File: src/rtl/i2c_slave_pkg.sv
package i2c_slave_pkg;
  localparam int DATA_W = 8;
  localparam int ADDR_W = 7;
  localparam int SEL_W  = 2;

  localparam logic [SEL_W-1:0] SEL_DATA = 2'd0;
  localparam logic [SEL_W-1:0] SEL_ADDR = 2'd1;
  localparam logic [SEL_W-1:0] SEL_CTRL = 2'd2;

  typedef enum logic [3:0] {
    S_IDLE, S_ADDR, S_ADDR_ACK, S_RX, S_RX_ACK, S_TX, S_TX_ACK, S_WAIT, S_HALT
  } slv_state_e;
endpackage

File: src/rtl/i2c_glitch_filter.sv
module i2c_glitch_filter #(
  parameter int   FILT_CYC = 3,
  parameter logic RST_VAL  = 1'b1
) (
  input  logic clk_i,
  input  logic rst_ni,
  input  logic d_i,
  output logic q_o
);
  localparam int CW = (FILT_CYC < 2) ? 1 : $clog2(FILT_CYC);

  logic [1:0]    sync_q;
  logic          q_q;
  logic [CW-1:0] cnt_q;

  always_ff @(posedge clk_i or negedge rst_ni) begin
    if (!rst_ni) begin
      sync_q <= {2{RST_VAL}};
      q_q    <= RST_VAL;
      cnt_q  <= '0;
    end else begin
      sync_q <= {sync_q[0], d_i};
      if (sync_q[1] != q_q) begin
        if (cnt_q == CW'(FILT_CYC - 1)) begin
          q_q   <= sync_q[1];
          cnt_q <= '0;
        end else begin
          cnt_q <= cnt_q + 1'b1;
        end
      end else begin
        cnt_q <= '0;
      end
    end
  end

  assign q_o = q_q;

  // output only ever moves to the level the synchronizer held
  a_r10_follows_sync: assert property (@(posedge clk_i) disable iff (!rst_ni)
    (q_q != $past(q_q)) |-> ($past(sync_q[1]) == q_q));
endmodule

File: src/rtl/i2c_bus_cond.sv
module i2c_bus_cond (
  input  logic clk_i,
  input  logic rst_ni,
  input  logic scl_i,
  input  logic sda_i,
  output logic start_o,
  output logic stop_o,
  output logic scl_rise_o,
  output logic scl_fall_o
);
  logic scl_q, sda_q;

  always_ff @(posedge clk_i or negedge rst_ni) begin
    if (!rst_ni) begin
      scl_q <= 1'b1;
      sda_q <= 1'b1;
    end else begin
      scl_q <= scl_i;
      sda_q <= sda_i;
    end
  end

  assign start_o    = scl_i & scl_q & sda_q & ~sda_i;
  assign stop_o     = scl_i & scl_q & ~sda_q & sda_i;
  assign scl_rise_o = scl_i & ~scl_q;
  assign scl_fall_o = ~scl_i & scl_q;
endmodule

File: src/rtl/i2c_slave_fsm.sv
module i2c_slave_fsm
  import i2c_slave_pkg::*;
(
  input  logic              clk_i,
  input  logic              rst_ni,
  input  logic              en_i,
  input  logic              sda_i,
  input  logic              start_i,
  input  logic              stop_i,
  input  logic              scl_rise_i,
  input  logic              scl_fall_i,
  input  logic [ADDR_W-1:0] own_addr_i,
  input  logic              acc_i,
  input  logic              wr_i,
  input  logic [DATA_W-1:0] wdata_i,
  input  logic              srst_i,
  output logic              irq_o,
  output logic              dir_o,
  output logic              halted_o,
  output logic [DATA_W-1:0] data_o,
  output logic              scl_oe_o,
  output logic              sda_oe_o
);
  localparam int CW = $clog2(DATA_W + 1);

  slv_state_e        state_q;
  logic [CW-1:0]     cnt_q;
  logic [DATA_W-1:0] shift_q, data_q;
  logic              irq_q, dir_q, touched_q, mack_q;

  always_ff @(posedge clk_i or negedge rst_ni) begin
    if (!rst_ni) begin
      state_q   <= S_IDLE;
      cnt_q     <= '0;
      shift_q   <= '0;
      data_q    <= '0;
      irq_q     <= 1'b0;
      dir_q     <= 1'b0;
      touched_q <= 1'b0;
      mack_q    <= 1'b1;
    end else if (srst_i) begin
      state_q   <= S_IDLE;
      cnt_q     <= '0;
      irq_q     <= 1'b0;
      touched_q <= 1'b0;
    end else begin
      if (acc_i) begin
        touched_q <= 1'b1;
        irq_q     <= 1'b0;
        if (wr_i) data_q <= wdata_i;
      end
      unique case (state_q)
        S_ADDR, S_RX: begin
          if (scl_rise_i) begin
            shift_q <= {shift_q[DATA_W-2:0], sda_i};
            cnt_q   <= cnt_q + 1'b1;
          end else if (scl_fall_i && cnt_q == CW'(DATA_W)) begin
            if (state_q == S_RX) begin
              data_q  <= shift_q;
              state_q <= S_RX_ACK;
            end else if (shift_q[DATA_W-1:1] == own_addr_i) begin
              data_q  <= shift_q;
              dir_q   <= shift_q[0];
              state_q <= S_ADDR_ACK;
            end else begin
              state_q <= S_IDLE;  // not addressed: silent until next START
            end
          end
        end
        S_ADDR_ACK, S_RX_ACK: begin
          if (scl_fall_i) begin
            irq_q     <= 1'b1;
            touched_q <= 1'b0;
            state_q   <= S_WAIT;
          end
        end
        S_WAIT: begin
          if (!irq_q) begin
            cnt_q <= '0;
            if (dir_q) begin
              shift_q <= data_q;
              state_q <= S_TX;
            end else begin
              state_q <= S_RX;
            end
          end
        end
        S_TX: begin
          if (scl_rise_i) begin
            cnt_q <= cnt_q + 1'b1;
          end else if (scl_fall_i) begin
            if (cnt_q == CW'(DATA_W)) state_q <= S_TX_ACK;
            else shift_q <= {shift_q[DATA_W-2:0], 1'b0};
          end
        end
        S_TX_ACK: begin
          if (scl_rise_i) begin
            mack_q <= sda_i;
          end else if (scl_fall_i) begin
            irq_q     <= 1'b1;
            touched_q <= 1'b0;
            state_q   <= mack_q ? S_IDLE : S_WAIT;
          end
        end
        default: ;
      endcase
      if (state_q != S_HALT) begin
        if (stop_i) begin
          state_q <= S_IDLE;
        end else if (start_i) begin
          state_q <= S_ADDR;
          cnt_q   <= '0;
        end
        if (!en_i) state_q <= S_IDLE;
      end
      if (acc_i && touched_q) state_q <= S_HALT;
    end
  end

  assign irq_o    = irq_q;
  assign dir_o    = dir_q;
  assign halted_o = (state_q == S_HALT);
  assign data_o   = data_q;
  assign scl_oe_o = (state_q == S_WAIT);
  assign sda_oe_o = (state_q == S_ADDR_ACK) || (state_q == S_RX_ACK) ||
                    ((state_q == S_TX) && !shift_q[DATA_W-1]);

  a_r4_wait_entered_with_irq: assert property (@(posedge clk_i) disable iff (!rst_ni)
    (state_q == S_WAIT && $past(state_q) != S_WAIT) |-> irq_q);
  a_r6_access_clears_irq: assert property (@(posedge clk_i) disable iff (!rst_ni)
    (acc_i && irq_q && !srst_i && !scl_fall_i) |=> !irq_q);
  a_r7_second_touch_halts: assert property (@(posedge clk_i) disable iff (!rst_ni)
    (acc_i && touched_q && !srst_i) |=> (state_q == S_HALT));
  a_r8_stop_to_idle: assert property (@(posedge clk_i) disable iff (!rst_ni)
    (stop_i && state_q != S_HALT && !srst_i && !(acc_i && touched_q)) |=> (state_q == S_IDLE));
  a_r9_soft_reset_idle: assert property (@(posedge clk_i) disable iff (!rst_ni)
    srst_i |=> (state_q == S_IDLE && !irq_q));
endmodule

File: src/rtl/i2c_slave_ctrl.sv
module i2c_slave_ctrl
  import i2c_slave_pkg::*;
#(
  parameter int                FILT_CYC = 3,
  parameter logic [ADDR_W-1:0] DEF_ADDR = 7'h2A
) (
  input  logic              clk_i,
  input  logic              rst_ni,
  input  logic              scl_i,
  input  logic              sda_i,
  output logic              scl_oe_o,
  output logic              sda_oe_o,
  input  logic [SEL_W-1:0]  reg_sel_i,
  input  logic              reg_wr_i,
  input  logic              reg_rd_i,
  input  logic [DATA_W-1:0] reg_wdata_i,
  output logic [DATA_W-1:0] reg_rdata_o,
  output logic              irq_o
);
  localparam int NLINES = 2;

  logic [NLINES-1:0] raw, filt;
  logic scl_f, sda_f, start, stop, scl_rise, scl_fall;
  logic acc, srst, fsm_dir, fsm_halted, fsm_scl_oe, fsm_sda_oe, fsm_irq;
  logic [DATA_W-1:0] fsm_data;
  logic [ADDR_W-1:0] addr_q;
  logic mode_q, bb_sda_en_q, bb_sda_q, bb_scl_q, bb_in_q;

  assign raw = {sda_i, scl_i};

  for (genvar g = 0; g < NLINES; g++) begin : g_filt
    i2c_glitch_filter #(.FILT_CYC(FILT_CYC), .RST_VAL(1'b1)) u_filt (
      .clk_i, .rst_ni, .d_i(raw[g]), .q_o(filt[g])
    );
  end
  assign scl_f = filt[0];
  assign sda_f = filt[1];

  i2c_bus_cond u_cond (
    .clk_i, .rst_ni, .scl_i(scl_f), .sda_i(sda_f),
    .start_o(start), .stop_o(stop), .scl_rise_o(scl_rise), .scl_fall_o(scl_fall)
  );

  assign acc  = (reg_wr_i || reg_rd_i) && (reg_sel_i == SEL_DATA);
  assign srst = reg_wr_i && (reg_sel_i == SEL_CTRL) && reg_wdata_i[0];

  i2c_slave_fsm u_fsm (
    .clk_i, .rst_ni, .en_i(!mode_q), .sda_i(sda_f),
    .start_i(start), .stop_i(stop), .scl_rise_i(scl_rise), .scl_fall_i(scl_fall),
    .own_addr_i(addr_q), .acc_i(acc), .wr_i(reg_wr_i), .wdata_i(reg_wdata_i),
    .srst_i(srst), .irq_o(fsm_irq), .dir_o(fsm_dir), .halted_o(fsm_halted),
    .data_o(fsm_data), .scl_oe_o(fsm_scl_oe), .sda_oe_o(fsm_sda_oe)
  );

  always_ff @(posedge clk_i or negedge rst_ni) begin
    if (!rst_ni) begin
      addr_q      <= DEF_ADDR;
      mode_q      <= 1'b0;
      bb_sda_en_q <= 1'b0;
      bb_sda_q    <= 1'b0;
      bb_scl_q    <= 1'b1;
      bb_in_q     <= 1'b0;
    end else begin
      if (reg_wr_i && reg_sel_i == SEL_ADDR) addr_q <= reg_wdata_i[ADDR_W-1:0];
      if (reg_wr_i && reg_sel_i == SEL_CTRL) begin
        mode_q      <= reg_wdata_i[3];
        bb_sda_en_q <= reg_wdata_i[4];
        bb_sda_q    <= reg_wdata_i[5];
        bb_scl_q    <= reg_wdata_i[6];
      end
      if (scl_rise) bb_in_q <= sda_f;
    end
  end

  always_comb begin
    unique case (reg_sel_i)
      SEL_DATA: reg_rdata_o = fsm_data;
      SEL_ADDR: reg_rdata_o = {1'b0, addr_q};
      SEL_CTRL: reg_rdata_o = {bb_in_q, bb_scl_q, bb_sda_q, bb_sda_en_q,
                               mode_q, fsm_halted, fsm_dir, fsm_irq};
      default:  reg_rdata_o = '0;
    endcase
  end

  assign scl_oe_o = mode_q ? !bb_scl_q : fsm_scl_oe;
  assign sda_oe_o = mode_q ? (bb_sda_en_q && !bb_sda_q) : fsm_sda_oe;
  assign irq_o    = fsm_irq;

  a_r11_latch_on_rise: assert property (@(posedge clk_i) disable iff (!rst_ni)
    !$stable(bb_in_q) |-> $past(scl_rise));
endmodule

File: config.mk
export PLATFORM = sky130hd
export DESIGN_NAME = i2c_slave_ctrl
export DESIGN_NICKNAME = d
export VERILOG_FILES = /design/src/rtl/i2c_slave_pkg.sv /design/src/rtl/i2c_glitch_filter.sv /design/src/rtl/i2c_bus_cond.sv /design/src/rtl/i2c_slave_fsm.sv /design/src/rtl/i2c_slave_ctrl.sv
export SDC_FILE = /design/constraint.sdc
export NUM_CORES = 1
export LEC_CHECK = 0
export BUFFER_PORTS_ARGS = -buffer_cell sky130_fd_sc_hd__buf_2
export CAP_MARGIN = 30
export CORE_ASPECT_RATIO = 1.25
export CORE_MARGIN = 2
export CORE_UTILIZATION = 40
export CTS_BUF_LIST = sky130_fd_sc_hd__clkbuf_4
export DETAILED_ROUTE_END_ITERATION = 8
export GPL_TIMING_DRIVEN = 0
export HOLD_SLACK_MARGIN = 0.03
export SETUP_SLACK_MARGIN = 0.2
export SLEW_MARGIN = 0
export SYNTH_ARGS = -nofsm -noshare
export SYNTH_HDL_FRONTEND = slang
export SYNTH_SLANG_ARGS = --single-unit
File: constraint.sdc
create_clock -name clk_i -period 2 [get_ports clk_i]
set_input_delay 0.1 -clock clk_i [delete_from_list [all_inputs] [get_ports clk_i]]
set_output_delay 0.1 -clock clk_i [all_outputs]
set_load 0.01 [all_outputs]
==> impl_results.md, run 1 <==
* Status: complete, but fails checks
* Violated checks: setup timing
* Critical path origin: u_fsm.cnt_q[0]
* Number of flops mapped to enable cells by yosys at 0
* # diodes at 0
* Drt first pass iters at 4
* Synth top area cells: dfrtp_1 (34%), dfstp_2 (12%), mux2_2 (7.4%), nand2_1 (4.5%), mux2i_1 (3.8%)
* Drt total wl at 7890 um
* Met2 WL at 4118 um
* GRT Total Usage at 20.36%
* VDD IR-drop max at 0.0004265 V
* Synth cell types at 56
* # nets final at 390
* Clk slew on worst S/H paths at 0.17 ns
* RSZ-0062 raised after global routing: true
* Crit path max fanout at 3
* Highest routed layer: met4
* Slew Limit Headroom at 52.13%
* Yosys reg bits at 52
* Die Span Y at 99.14 um
* PD cells at 799.1 mW/mm^2
* Number of port buffers at 25
* Dpl hpwl at 5094 um
* Worst setup SP type: flop
* Post-route ant nets at 0
* Crit Path Category: reg2reg
* Largest area contributor in the netlist: dfrtp_1
* Design Power at 0.003042 W
* R2R cell count at 8
* Seq/Total Area, Yosys at 45.49%
* Fin crit share at 103.2%
* Critical Path RT at 2.29 ns
* Synth top area share at 33.69%
* Setup WS post-layout at -0.06399 ns
* Top_reg_cell synth: dfrtp_1
* Via count at 2570
* Syn Nets at 313
* HP Start: reg_wr_i
* Synthesis-to-finish area growth at 31.45%
* Worst Max-Slew Pin Slew at 0.7181 ns
* Starting DRT DRC Count at 240
* Fin crit period at 2.064 ns
* Core area at 0.006977 sq mm
* Post-placement worst setup slack at -0.5213 ns
* WHS at 0.08210 ns
* Post-synthesis async set-or-reset flop share at 100.0%
* Max-cap viol count at 0
* Crit path capture type: flop
* Drt drc at 0
* Worst-case clock buffer depth at 2
* WHS Path Cells at 4
* Reg2Reg Setup Slack at -0.06 ns
* Final Max Tran Viols at 0
* Met3 WL at 295 um
* Post-route met1 wirelength at 3342 um
* WHS Endpoint: addr_q[1]
* Drt via density at 5.551
* Vias in the first global route at 2493
* CP Data Arrival Time at 2.36 ns
* Clock Skew at 0.009371 ns
* Clock buffer count from CTS at 5
* DR WL/cell at 17.04 um
* CTS root buf: clkbuf_4
* Max Freq at 484.5 MHz
* P_leak at 1.680 nW
* Die Area at 0.007942 sq mm
* H-tree levels at 2
* Fin. Hold Viols at 0
* Largest net degree at the start of global routing at 30
* Routability congestion estimate at 0.9049
* Die width at 80.11 um
* Sink Count at 52
* FF-to-FF End: u_fsm.shift_q[0]
* Mapped Cells at 295
* Share of layout cells above drive strength 1 at 37.53%
* Initial antenna violation count at 0
* Starting Density at 41.52%
* Gr ovfl total at 0
* Insertion delay to the later sink of the worst-skew pair at 0.39 ns
* Final setup fails at 16
* Syn Std Cell Area at 0.002897 sq mm
* Hold crit path type: in2reg
* Yosys warns at 0
* R2R Path Start: u_fsm.cnt_q[0]
* Avg Inst Size Synth at 9.819 sq um
* First-pass GRT wire length at 12650 um
* Num rows at 34
* Io pins at 27
* CTS tree: yes
[layer usage]
layer	GRT usage [%]	vias to the layer above
met5	0	-
met4	6.910	0
met3	2.450	13
met2	34.29	79
met1	27.04	1264
li1	-	1214
[state kept, by name, summed over array words and instances, names as in the netlist, 2 cells and up]
signal / cells
g_filt.u_filt.sync_q: 4
u_fsm.state_q: 4
g_filt.u_filt.q_o: 2
g_filt.u_filt.cnt_q: 4
u_fsm.shift_q: 8
u_fsm.cnt_q: 4
u_fsm.data_o: 8
addr_q: 7
[power breakdown]
group          leakage, nW  internal (W)  switching [W]
clock               0.0322      0.000147       0.000387
sequential           0.611       0.00129       0.000146
combinational         1.04      0.000537       0.000539
[Yosys cell counts, types with 2 or more instances]
| master | number |
|---|---|
| dfrtp_1 | 39 |
| nand2_1 | 35 |
| o21ai_0 | 20 |
| mux2_2 | 19 |
| nor2_1 | 16 |
| a21oi_1 | 13 |
| dfstp_2 | 13 |
| inv_1 | 13 |
| clkbuf_1 | 11 |
| mux2i_1 | 11 |
| xnor2_1 | 10 |
| a211oi_1 | 9 |
| a221o_1 | 8 |
| nand3_1 | 7 |
| nand2b_1 | 5 |
| nand4_1 | 5 |
| nor2b_1 | 5 |
| nor3_1 | 4 |
| a31oi_1 | 3 |
| and3_1 | 3 |
| buf_1 | 3 |
| a21o_1 | 2 |
| a2bb2oi_1 | 2 |
| a31o_2 | 2 |
| and2b_1 | 2 |
| buf_4 | 2 |
| ha_1 | 2 |
| nor3b_1 | 2 |
| o31ai_1 | 2 |
[cell type report]
type,count,area [sq um]
clock inverters,3,25.02
multi-input cells,211,1578
repair buffers,70,528.0
clock buffers,5,37.54
well taps,90,112.6
inverters,13,52.55
plain buffers,19,155.1
flip-flops and latches,52,1319
fillers,647,3169
[placed cells by master (no fill, tap or decap), types with 7 or more instances in the layout]
cell type / instances
buf_6: 8
nand3_1: 7
o21ai_0: 19
dfrtp_1: 38
a21oi_1: 11
mux2_2: 14
inv_1: 10
nand2_1: 33
buf_4: 31
nor2_1: 15
dlygate4sd3_1: 10
a211oi_1: 9
mux2i_1: 11
a221o_1: 8
buf_2: 25
xnor2_1: 9
dfstp_2: 13
[cells by family after synthesis]
| logic type | after synthesis | share of synthesized area (%) |
|---|---|---|
| and+or+nand+nor | 95 | 16.67 |
| DFF | 52 | 45.49 |
| buffers and inverters | 32 | 4.751 |
| xor gates and xnor gates | 11 | 3.326 |
| AOI/OAI and AO/OA | 73 | 17.71 |
| adders and majority gates | 2 | 0.8638 |
| muxes | 30 | 11.19 |
[through the flow]
step                      utilization [%]  cell area (sq um)  TNS [ns]  instances
final                               54.57               3807   -0.5521        463
after global routing                54.57               3807    -1.717        463
after CTS                           52.33               3651   -0.9600        450
after detailed placement            45.23               3156    -7.794        411
after global placement              44.94               3136    -7.598        410
after floorplan                         -               2898   -0.5339        295
[worst max-delay path by stage]
| stage | endpoint | depth (start not counted) | slack, ns |
|---|---|---|---|
| 5_1_grt | u_fsm.shift_q[0] | 8 | -0.13 |
| 4_1_cts | u_fsm.shift_q[0] | 7 | -0.10 |
| 3_3_place_gp | u_fsm.data_o[3] | 8 | -0.52 |
| 6_report | u_fsm.shift_q[0] | 8 | -0.06 |
| 2_1_floorplan | u_fsm.shift_q[0] | 7 | -0.07 |
| 3_5_place_dp | u_fsm.data_o[5] | 8 | -0.52 |
[critical path, cell delays in order (launching register included)]
cell	delay [ns]
dfrtp_1	0.41
inv_2	0.05
ha_2	0.16
and3b_2	0.22
nor3b_2	0.20
a21oi_2	0.06
a2111oi_4	0.35
buf_4	0.22
mux2_4	0.30
[timing repair]
item / CTS / global route
hold buffers: 10 / 0
setup endpoints to repair: 26 / 25
cloned: 0 / 0
hold endpoints to repair: 36 / 0
setup buffers: 21 / 13
pin swaps: 7 / 7
resized for setup: 47 / 17
No activity file was read; power rests on OpenSTA's default activity.
==> inputs of run 2 (changes only) <==
--- a/config.mk
+++ b/config.mk
@@ -7,7 +7,6 @@
 export LEC_CHECK = 0
 export BUFFER_PORTS_ARGS = -buffer_cell sky130_fd_sc_hd__buf_2
 export CAP_MARGIN = 30
-export CORE_ASPECT_RATIO = 1.25
 export CORE_MARGIN = 2
 export CORE_UTILIZATION = 40
 export CTS_BUF_LIST = sky130_fd_sc_hd__clkbuf_4
==> impl_results.md, run 2 (same netlist as run 1, synthesis figures left out) <==
* Die Span Y at 89.10 um
* Critical-path cell list: nor2b_4 > buf_6 > nor3b_2 > a21oi_2 > a2111oi_4 > buf_6 > mux2_4
* Clock buffer count from CTS at 5
* Dpl hpwl at 5093 um
* Gr ovfl total at 0
* Max Freq at 489.1 MHz
* Worst-case clock buffer depth at 2
* Post-route cell area at 0.003795 sq mm
* Final Core Density at 53.17%
* Setup WS post-layout at -0.04451 ns
* GRT Total Usage at 20.39%
* Fin crit share at 102.2%
* Starting Density at 40.59%
* Fillers at 671
* CTS tree: yes
* Clk slew on worst S/H paths at 0.15 ns
* First-pass GRT wire length at 12310 um
* Drt via density at 5.409
* Clock Skew at 0.02297 ns
* Share of layout cells above drive strength 1 at 36.68%
* Crit path capture type: flop
* Final setup fails at 8
* Starting DRT DRC Count at 194
* Drt drc at 0
* Placed inst area at 0.003167 sq mm
* Max stage delay on crit path at 0.56 ns
* Num rows at 31
* RSZ-0062 raised after global routing: true
* Die Area at 0.007938 sq mm
* Critical Path RT at 2.27 ns
* Crit path max fanout at 10
* # nets final at 385
* Largest net degree at the start of global routing at 37
* Core area at 0.007137 sq mm
* Vias in the first global route at 2447
* Fin. Hold Viols at 0
* # diodes at 0
* Drt first pass iters at 4
* Drt total wl at 7848 um
* H-tree levels at 2
* Most frequent cells in the layout: dfrtp_1 (38), nand2_1 (33), buf_4 (28)
* CP Data Arrival Time at 2.31 ns
* Top Family by Delay on Critical Path: flip-flops
* Reg2Reg Setup Slack at -0.04 ns
* Commonest non-fill, non-tap cell in the layout: dfrtp_1
* Routability congestion estimate at 0.8947
* Insertion delay to the later sink of the worst-skew pair at 0.39 ns
* Most Frequent Cell on Critical Path: buf_6
* Slew Limit Headroom at 52.35%
* Design Power at 0.003070 W
* Status: complete, but fails checks
* Via count at 2526
* CP Buf/Inv Count at 2
* Worst Max-Slew Pin Slew at 0.7147 ns
* Io pins at 27
* Synthesis-to-finish area growth at 31.02%
* Initial antenna violation count at 0
* VDD IR-drop max at 0.0005849 V
* Final Max Tran Viols at 0
* Max-cap viol count at 0
* Final cell count without fillers at 467
* Max stage delay cell, worst path: dfstp_2
* Violated checks: setup timing
* PD cells at 809.0 mW/mm^2
* CTS root buf: clkbuf_4
* DR WL/cell at 16.81 um
* Number of port buffers at 25
* Crit Path Category: reg2reg
* Sink Count at 52
* Cells after DPL at 420
* Hold crit path type: in2reg
* Fin crit period at 2.045 ns
* Die width at 89.10 um
* TNS Setup at -0.3283 ns
* P_leak at 1.650 nW
* Post-route ant nets at 0
* Worst setup SP type: flop
-- run 2: metrics by stage --
step                setup slack [ns]  hold WS [ns]
finish                      -0.04451        0.1511
global route                 -0.1481        0.1845
CTS                         -0.09206        0.1514
detailed placement           -0.4850       0.06272
global placement             -0.4514        0.2053
floorplan                   -0.06674       -0.1956
-- run 2: path summary, 6_finish.rpt --
path / start / end / cells past startpoint
hold reg to reg: g_filt[1].u_filt.q_o / u_cond.sda_q / 0
setup reg to reg: u_cond.scl_q / u_fsm.shift_q[0] / 7
setup / recovery: u_cond.scl_q / u_fsm.shift_q[0] / 7
hold / removal: reg_wr_i / addr_q[1] / 4
max in group asynchronous: rst_ni / addr_q[1] / 3
min in group asynchronous: rst_ni / bb_in_q / 2
-- run 2: worst min-delay path: cells and delay by family --
kind                   cells  cell delay, ns
AOI/OAI and AO/OA          1            0.07
buffers and inverters      1            0.12
and+or+nand+nor            2            0.22
-- run 2: per-layer routing --
metal | wire [um] | vias to the layer above | GRT usage (%) | share of wire [%]
met2 | 3910 | 61 | 32.73 | 50
met4 | 62 | 0 | 5.020 | 0.79
li1 | - | 1201 | - | -
met3 | 284 | 6 | 2.862 | 3.6
met5 | 0 | - | 0 | 0
met1 | 3590 | 1258 | 29.23 | 46
-- run 2: repair_timing --
action / CTS / global route
hold buffers: 10 / 0
pin swaps: 13 / 11
buffers inserted: 17 / 12
gates cloned: 0 / 0
endpoints found under the hold margin: 47 / 0
gates resized for setup: 47 / 15
endpoints found under the setup margin: 20 / 21
-- run 2: where the power goes --
group	leakage (nW)	internal, W	switching [W]
clock	0.0412	0.000261	0.000350
combinational	0.997	0.000496	0.000538
sequential	0.611	0.00129	0.000140
total	1.65	0.00204	0.00103
-- run 2: area by class of cell --
| cell class | count | area [sq um] | area share (%) |
|---|---|---|---|
| tap | 99 | 123.9 | 3.264 |
| multi-input combinational | 211 | 1594 | 42.00 |
| buffer | 19 | 135.1 | 3.561 |
| clock inverter | 3 | 42.54 | 1.121 |
| inverter | 13 | 56.30 | 1.484 |
| sequential | 52 | 1319 | 34.75 |
| timing repair buffer | 65 | 486.7 | 12.83 |
| clock buffer | 5 | 37.54 | 0.9891 |
==> inputs of run 3 (changes only) <==
--- a/config.mk
+++ b/config.mk
@@ -5,15 +5,18 @@
 export SDC_FILE = /design/constraint.sdc
 export NUM_CORES = 1
 export LEC_CHECK = 0
+export ABC_AREA = 1
 export BUFFER_PORTS_ARGS = -buffer_cell sky130_fd_sc_hd__buf_2
 export CAP_MARGIN = 30
 export CORE_MARGIN = 2
-export CORE_UTILIZATION = 40
+export CORE_UTILIZATION = 56
 export CTS_BUF_LIST = sky130_fd_sc_hd__clkbuf_4
 export DETAILED_ROUTE_END_ITERATION = 8
 export GPL_TIMING_DRIVEN = 0
 export HOLD_SLACK_MARGIN = 0.03
+export PLACE_DENSITY = 0.79
 export SETUP_SLACK_MARGIN = 0.2
+export SKIP_CTS_REPAIR_TIMING = 1
 export SLEW_MARGIN = 0
 export SYNTH_ARGS = -nofsm -noshare
 export SYNTH_HDL_FRONTEND = slang
==> impl_results.md, run 3 <==
* Seq/Total Area, Yosys at 43.98%
* CP Data Arrival Time at 2.17 ns
* Adder-cell share of the synthesized area at 0.8354%
* H-tree levels at 2
* Sink Count at 52
* Gr ovfl total at 0
* Mux cell area share after synthesis at 0%
* Syn Std Cell Area at 0.002995 sq mm
* Starting DRT DRC Count at 334
* PD cells at 838.3 mW/mm^2
* Share of layout cells above drive strength 1 at 24.05%
* Busiest grt layer: met2
* Final setup fails at 0
* Via count at 3093
* Largest area contributor in the netlist: dfrtp_1
* CTS root buf: clkbuf_4
* Largest family of logic cells by synthesized area: simple AND/OR/NAND/NOR gates
* Clk slew on worst S/H paths at 0.16 ns
* Starting Density at 58.28%
* TNS Setup at 0 ns
* Hold crit path type: in2reg
* Max-cap viol count at 0
* Num rows at 26
* Cells after DPL at 508
* P_leak at 1.889 nW
* VDD IR-drop max at 0.0006636 V
* Io pins at 27
* Top Family by Delay on Critical Path: simple AND/OR/NAND/NOR gates
* # nets final at 491
* Yosys reg bits at 52
* Simple-Gate Fraction of Synth Area at 30.41%
* Avg Inst Size Synth at 7.288 sq um
* CP Buf/Inv Count at 3
* Fin crit period at 1.903 ns
* Synth cell types at 36
* Top_reg_cell synth: dfrtp_1
* Clock buffer count from CTS at 5
* XOR/XNOR Fraction of Synth Area at 0.5848%
* Top-count cell post-synth: nand2_1
* Max stage delay cell, worst path: dfrtp_1
* Dpl hpwl at 5454 um
* Slew Limit Headroom at 59.37%
* Drt drc at 0
* Worst-case clock buffer depth at 2
* Yosys warns at 0
* Cell depth of the worst setup path at 10
* Number of port buffers at 26
* Met1 Use GR at 37.30%
* Most frequent cells after synthesis: nand2_1 (123), inv_1 (57), dfrtp_1 (39)
* Crit Path Category: reg2reg
* First-pass GRT wire length at 13050 um
* Die Span Y at 77.14 um
* Fin crit share at 95.17%
* Core area at 0.005140 sq mm
* Die Area at 0.005950 sq mm
* Post-route ant nets at 0
* DR WL/cell at 15.81 um
* Post-synthesis async set-or-reset flop share at 100.0%
* Fin. Hold Viols at 0
* Initial antenna violation count at 0
* Crit path capture type: flop
* Commonest non-fill, non-tap cell in the layout: nand2_1
* Clock Skew at 0.01309 ns
* Max Freq at 525.4 MHz
* Most frequent cells in the layout: nand2_1 (120), inv_1 (54), dfrtp_1 (38)
* WHS Path Cells at 3
* Vias in the first global route at 2813
* Area fraction in compound gates after synthesis at 14.70%
* RSZ-0062 raised after global routing: true
* Die width at 77.14 um
* Routability congestion estimate at 0.9331
* Drt first pass iters at 6
* Synth top area share at 32.58%
* Number of flops mapped to enable cells by yosys at 0
* Setup WS post-layout at 0.09662 ns
* Drt total wl at 8600 um
* # diodes at 0
* WHS at 0.07145 ns
* R2R cell count at 10
* Grt met2 use at 44.00%
* Syn Nets at 429
* Mapped Cells at 411
* Worst setup SP type: flop
* Post-placement worst setup slack at 0.05246 ns
* Drt via density at 5.686
* Max stage delay on crit path at 0.47 ns
* Synthesis-to-finish area growth at 23.14%
* Largest net degree at the start of global routing at 42
* GRT Total Usage at 27.56%
* Status: completed
* Insertion delay to the later sink of the worst-skew pair at 0.37 ns
* Final cell count without fillers at 544
* Met3 Track Usage GR at 5.059%
* Worst Max-Slew Pin Slew at 0.6031 ns
* Crit path max fanout at 6
* Critical-path cell list: buf_4 > nor2_1 > nand2_2 > nand2_2 > inv_2 > nor3_4 > nand2_4 > buf_4 > nand2_1 > o21ai_2
* Synth top area cells: dfrtp_1 (33%), nand2_1 (15%), dfstp_2 (11%), inv_1 (7.1%), nand3_1 (6.2%)
* Final Core Density at 71.76%
* Final Max Tran Viols at 0
* CTS tree: yes
* Critical Path RT at 2.27 ns
-- run 3: changes by cell type after synthesis, moves of 11 or more --
cell,previous run,this run
nand2_1,35,123
mux2i_1,11,0
mux2_2,19,0
inv_1,13,57
o21ai_0,20,37
nand3_1,7,37
-- run 3: where the power goes --
part | internal, W | switching, W
Combinational | 0.000378 | 0.000620
Clock | 0.000262 | 0.000349
Sequential | 0.00129 | 0.000194
Total | 0.00193 | 0.00116
-- run 3: final cells by class --
class	instances	area [sq um]
Timing Repair Buffer	55	407.9
Sequential cell	52	1319
Buffer	7	60.06
Multi-Input combinational cell	287	1490
Inverter	65	244.0
Fill cell	415	1451
Tap cell	70	87.58
Clock inverter	3	42.54
Clock buffer	5	37.54
-- run 3: path summary, 6_finish.rpt --
kind	start	end	slack, ns
min in group asynchronous	rst_ni	u_fsm.state_q[1]	0.12
hold reg to reg	g_filt[1].u_filt.sync_q[0]	g_filt[1].u_filt.sync_q[1]	0.37
hold / removal	reg_wdata_i[4]	addr_q[4]	0.07
setup reg to reg	u_fsm.state_q[3]	u_fsm.shift_q[3]	0.1
setup / recovery	u_fsm.state_q[3]	u_fsm.shift_q[3]	0.1
max in group asynchronous	rst_ni	bb_scl_q	1.30
-- run 3: metal layers --
metal / wire length, um / part of all wire (%)
met2: 4021 / 47
met5: 0 / 0
met1: 3488 / 41
met4: 271 / 3.2
met3: 819 / 9.5
-- run 3: metrics by stage --
stage,area [sq um],total power [W]
2_1_floorplan,2995,0.002056
3_3_place_gp,3213,0.002284
3_5_place_dp,3233,0.002326
4_1_cts,3313,0.002940
5_1_grt,3689,0.003286
6_report,3689,0.003092
-- run 3: worst register-to-register path, stage by stage (launching register included) --
cell     delay [ns]
dfrtp_1        0.47
buf_4          0.16
nor2_1         0.17
nand2_2        0.14
nand2_2        0.11
inv_2          0.05
nor3_4         0.25
nand2_4        0.12
buf_4          0.20
nand2_1        0.08
o21ai_2        0.06
-- run 3: logic make-up after synthesis --
family,count (synthesis)
compound gates,72
simple gates,211
fa+ha+maj,2
xor+xnor,2
buf+inv,72
flops,52
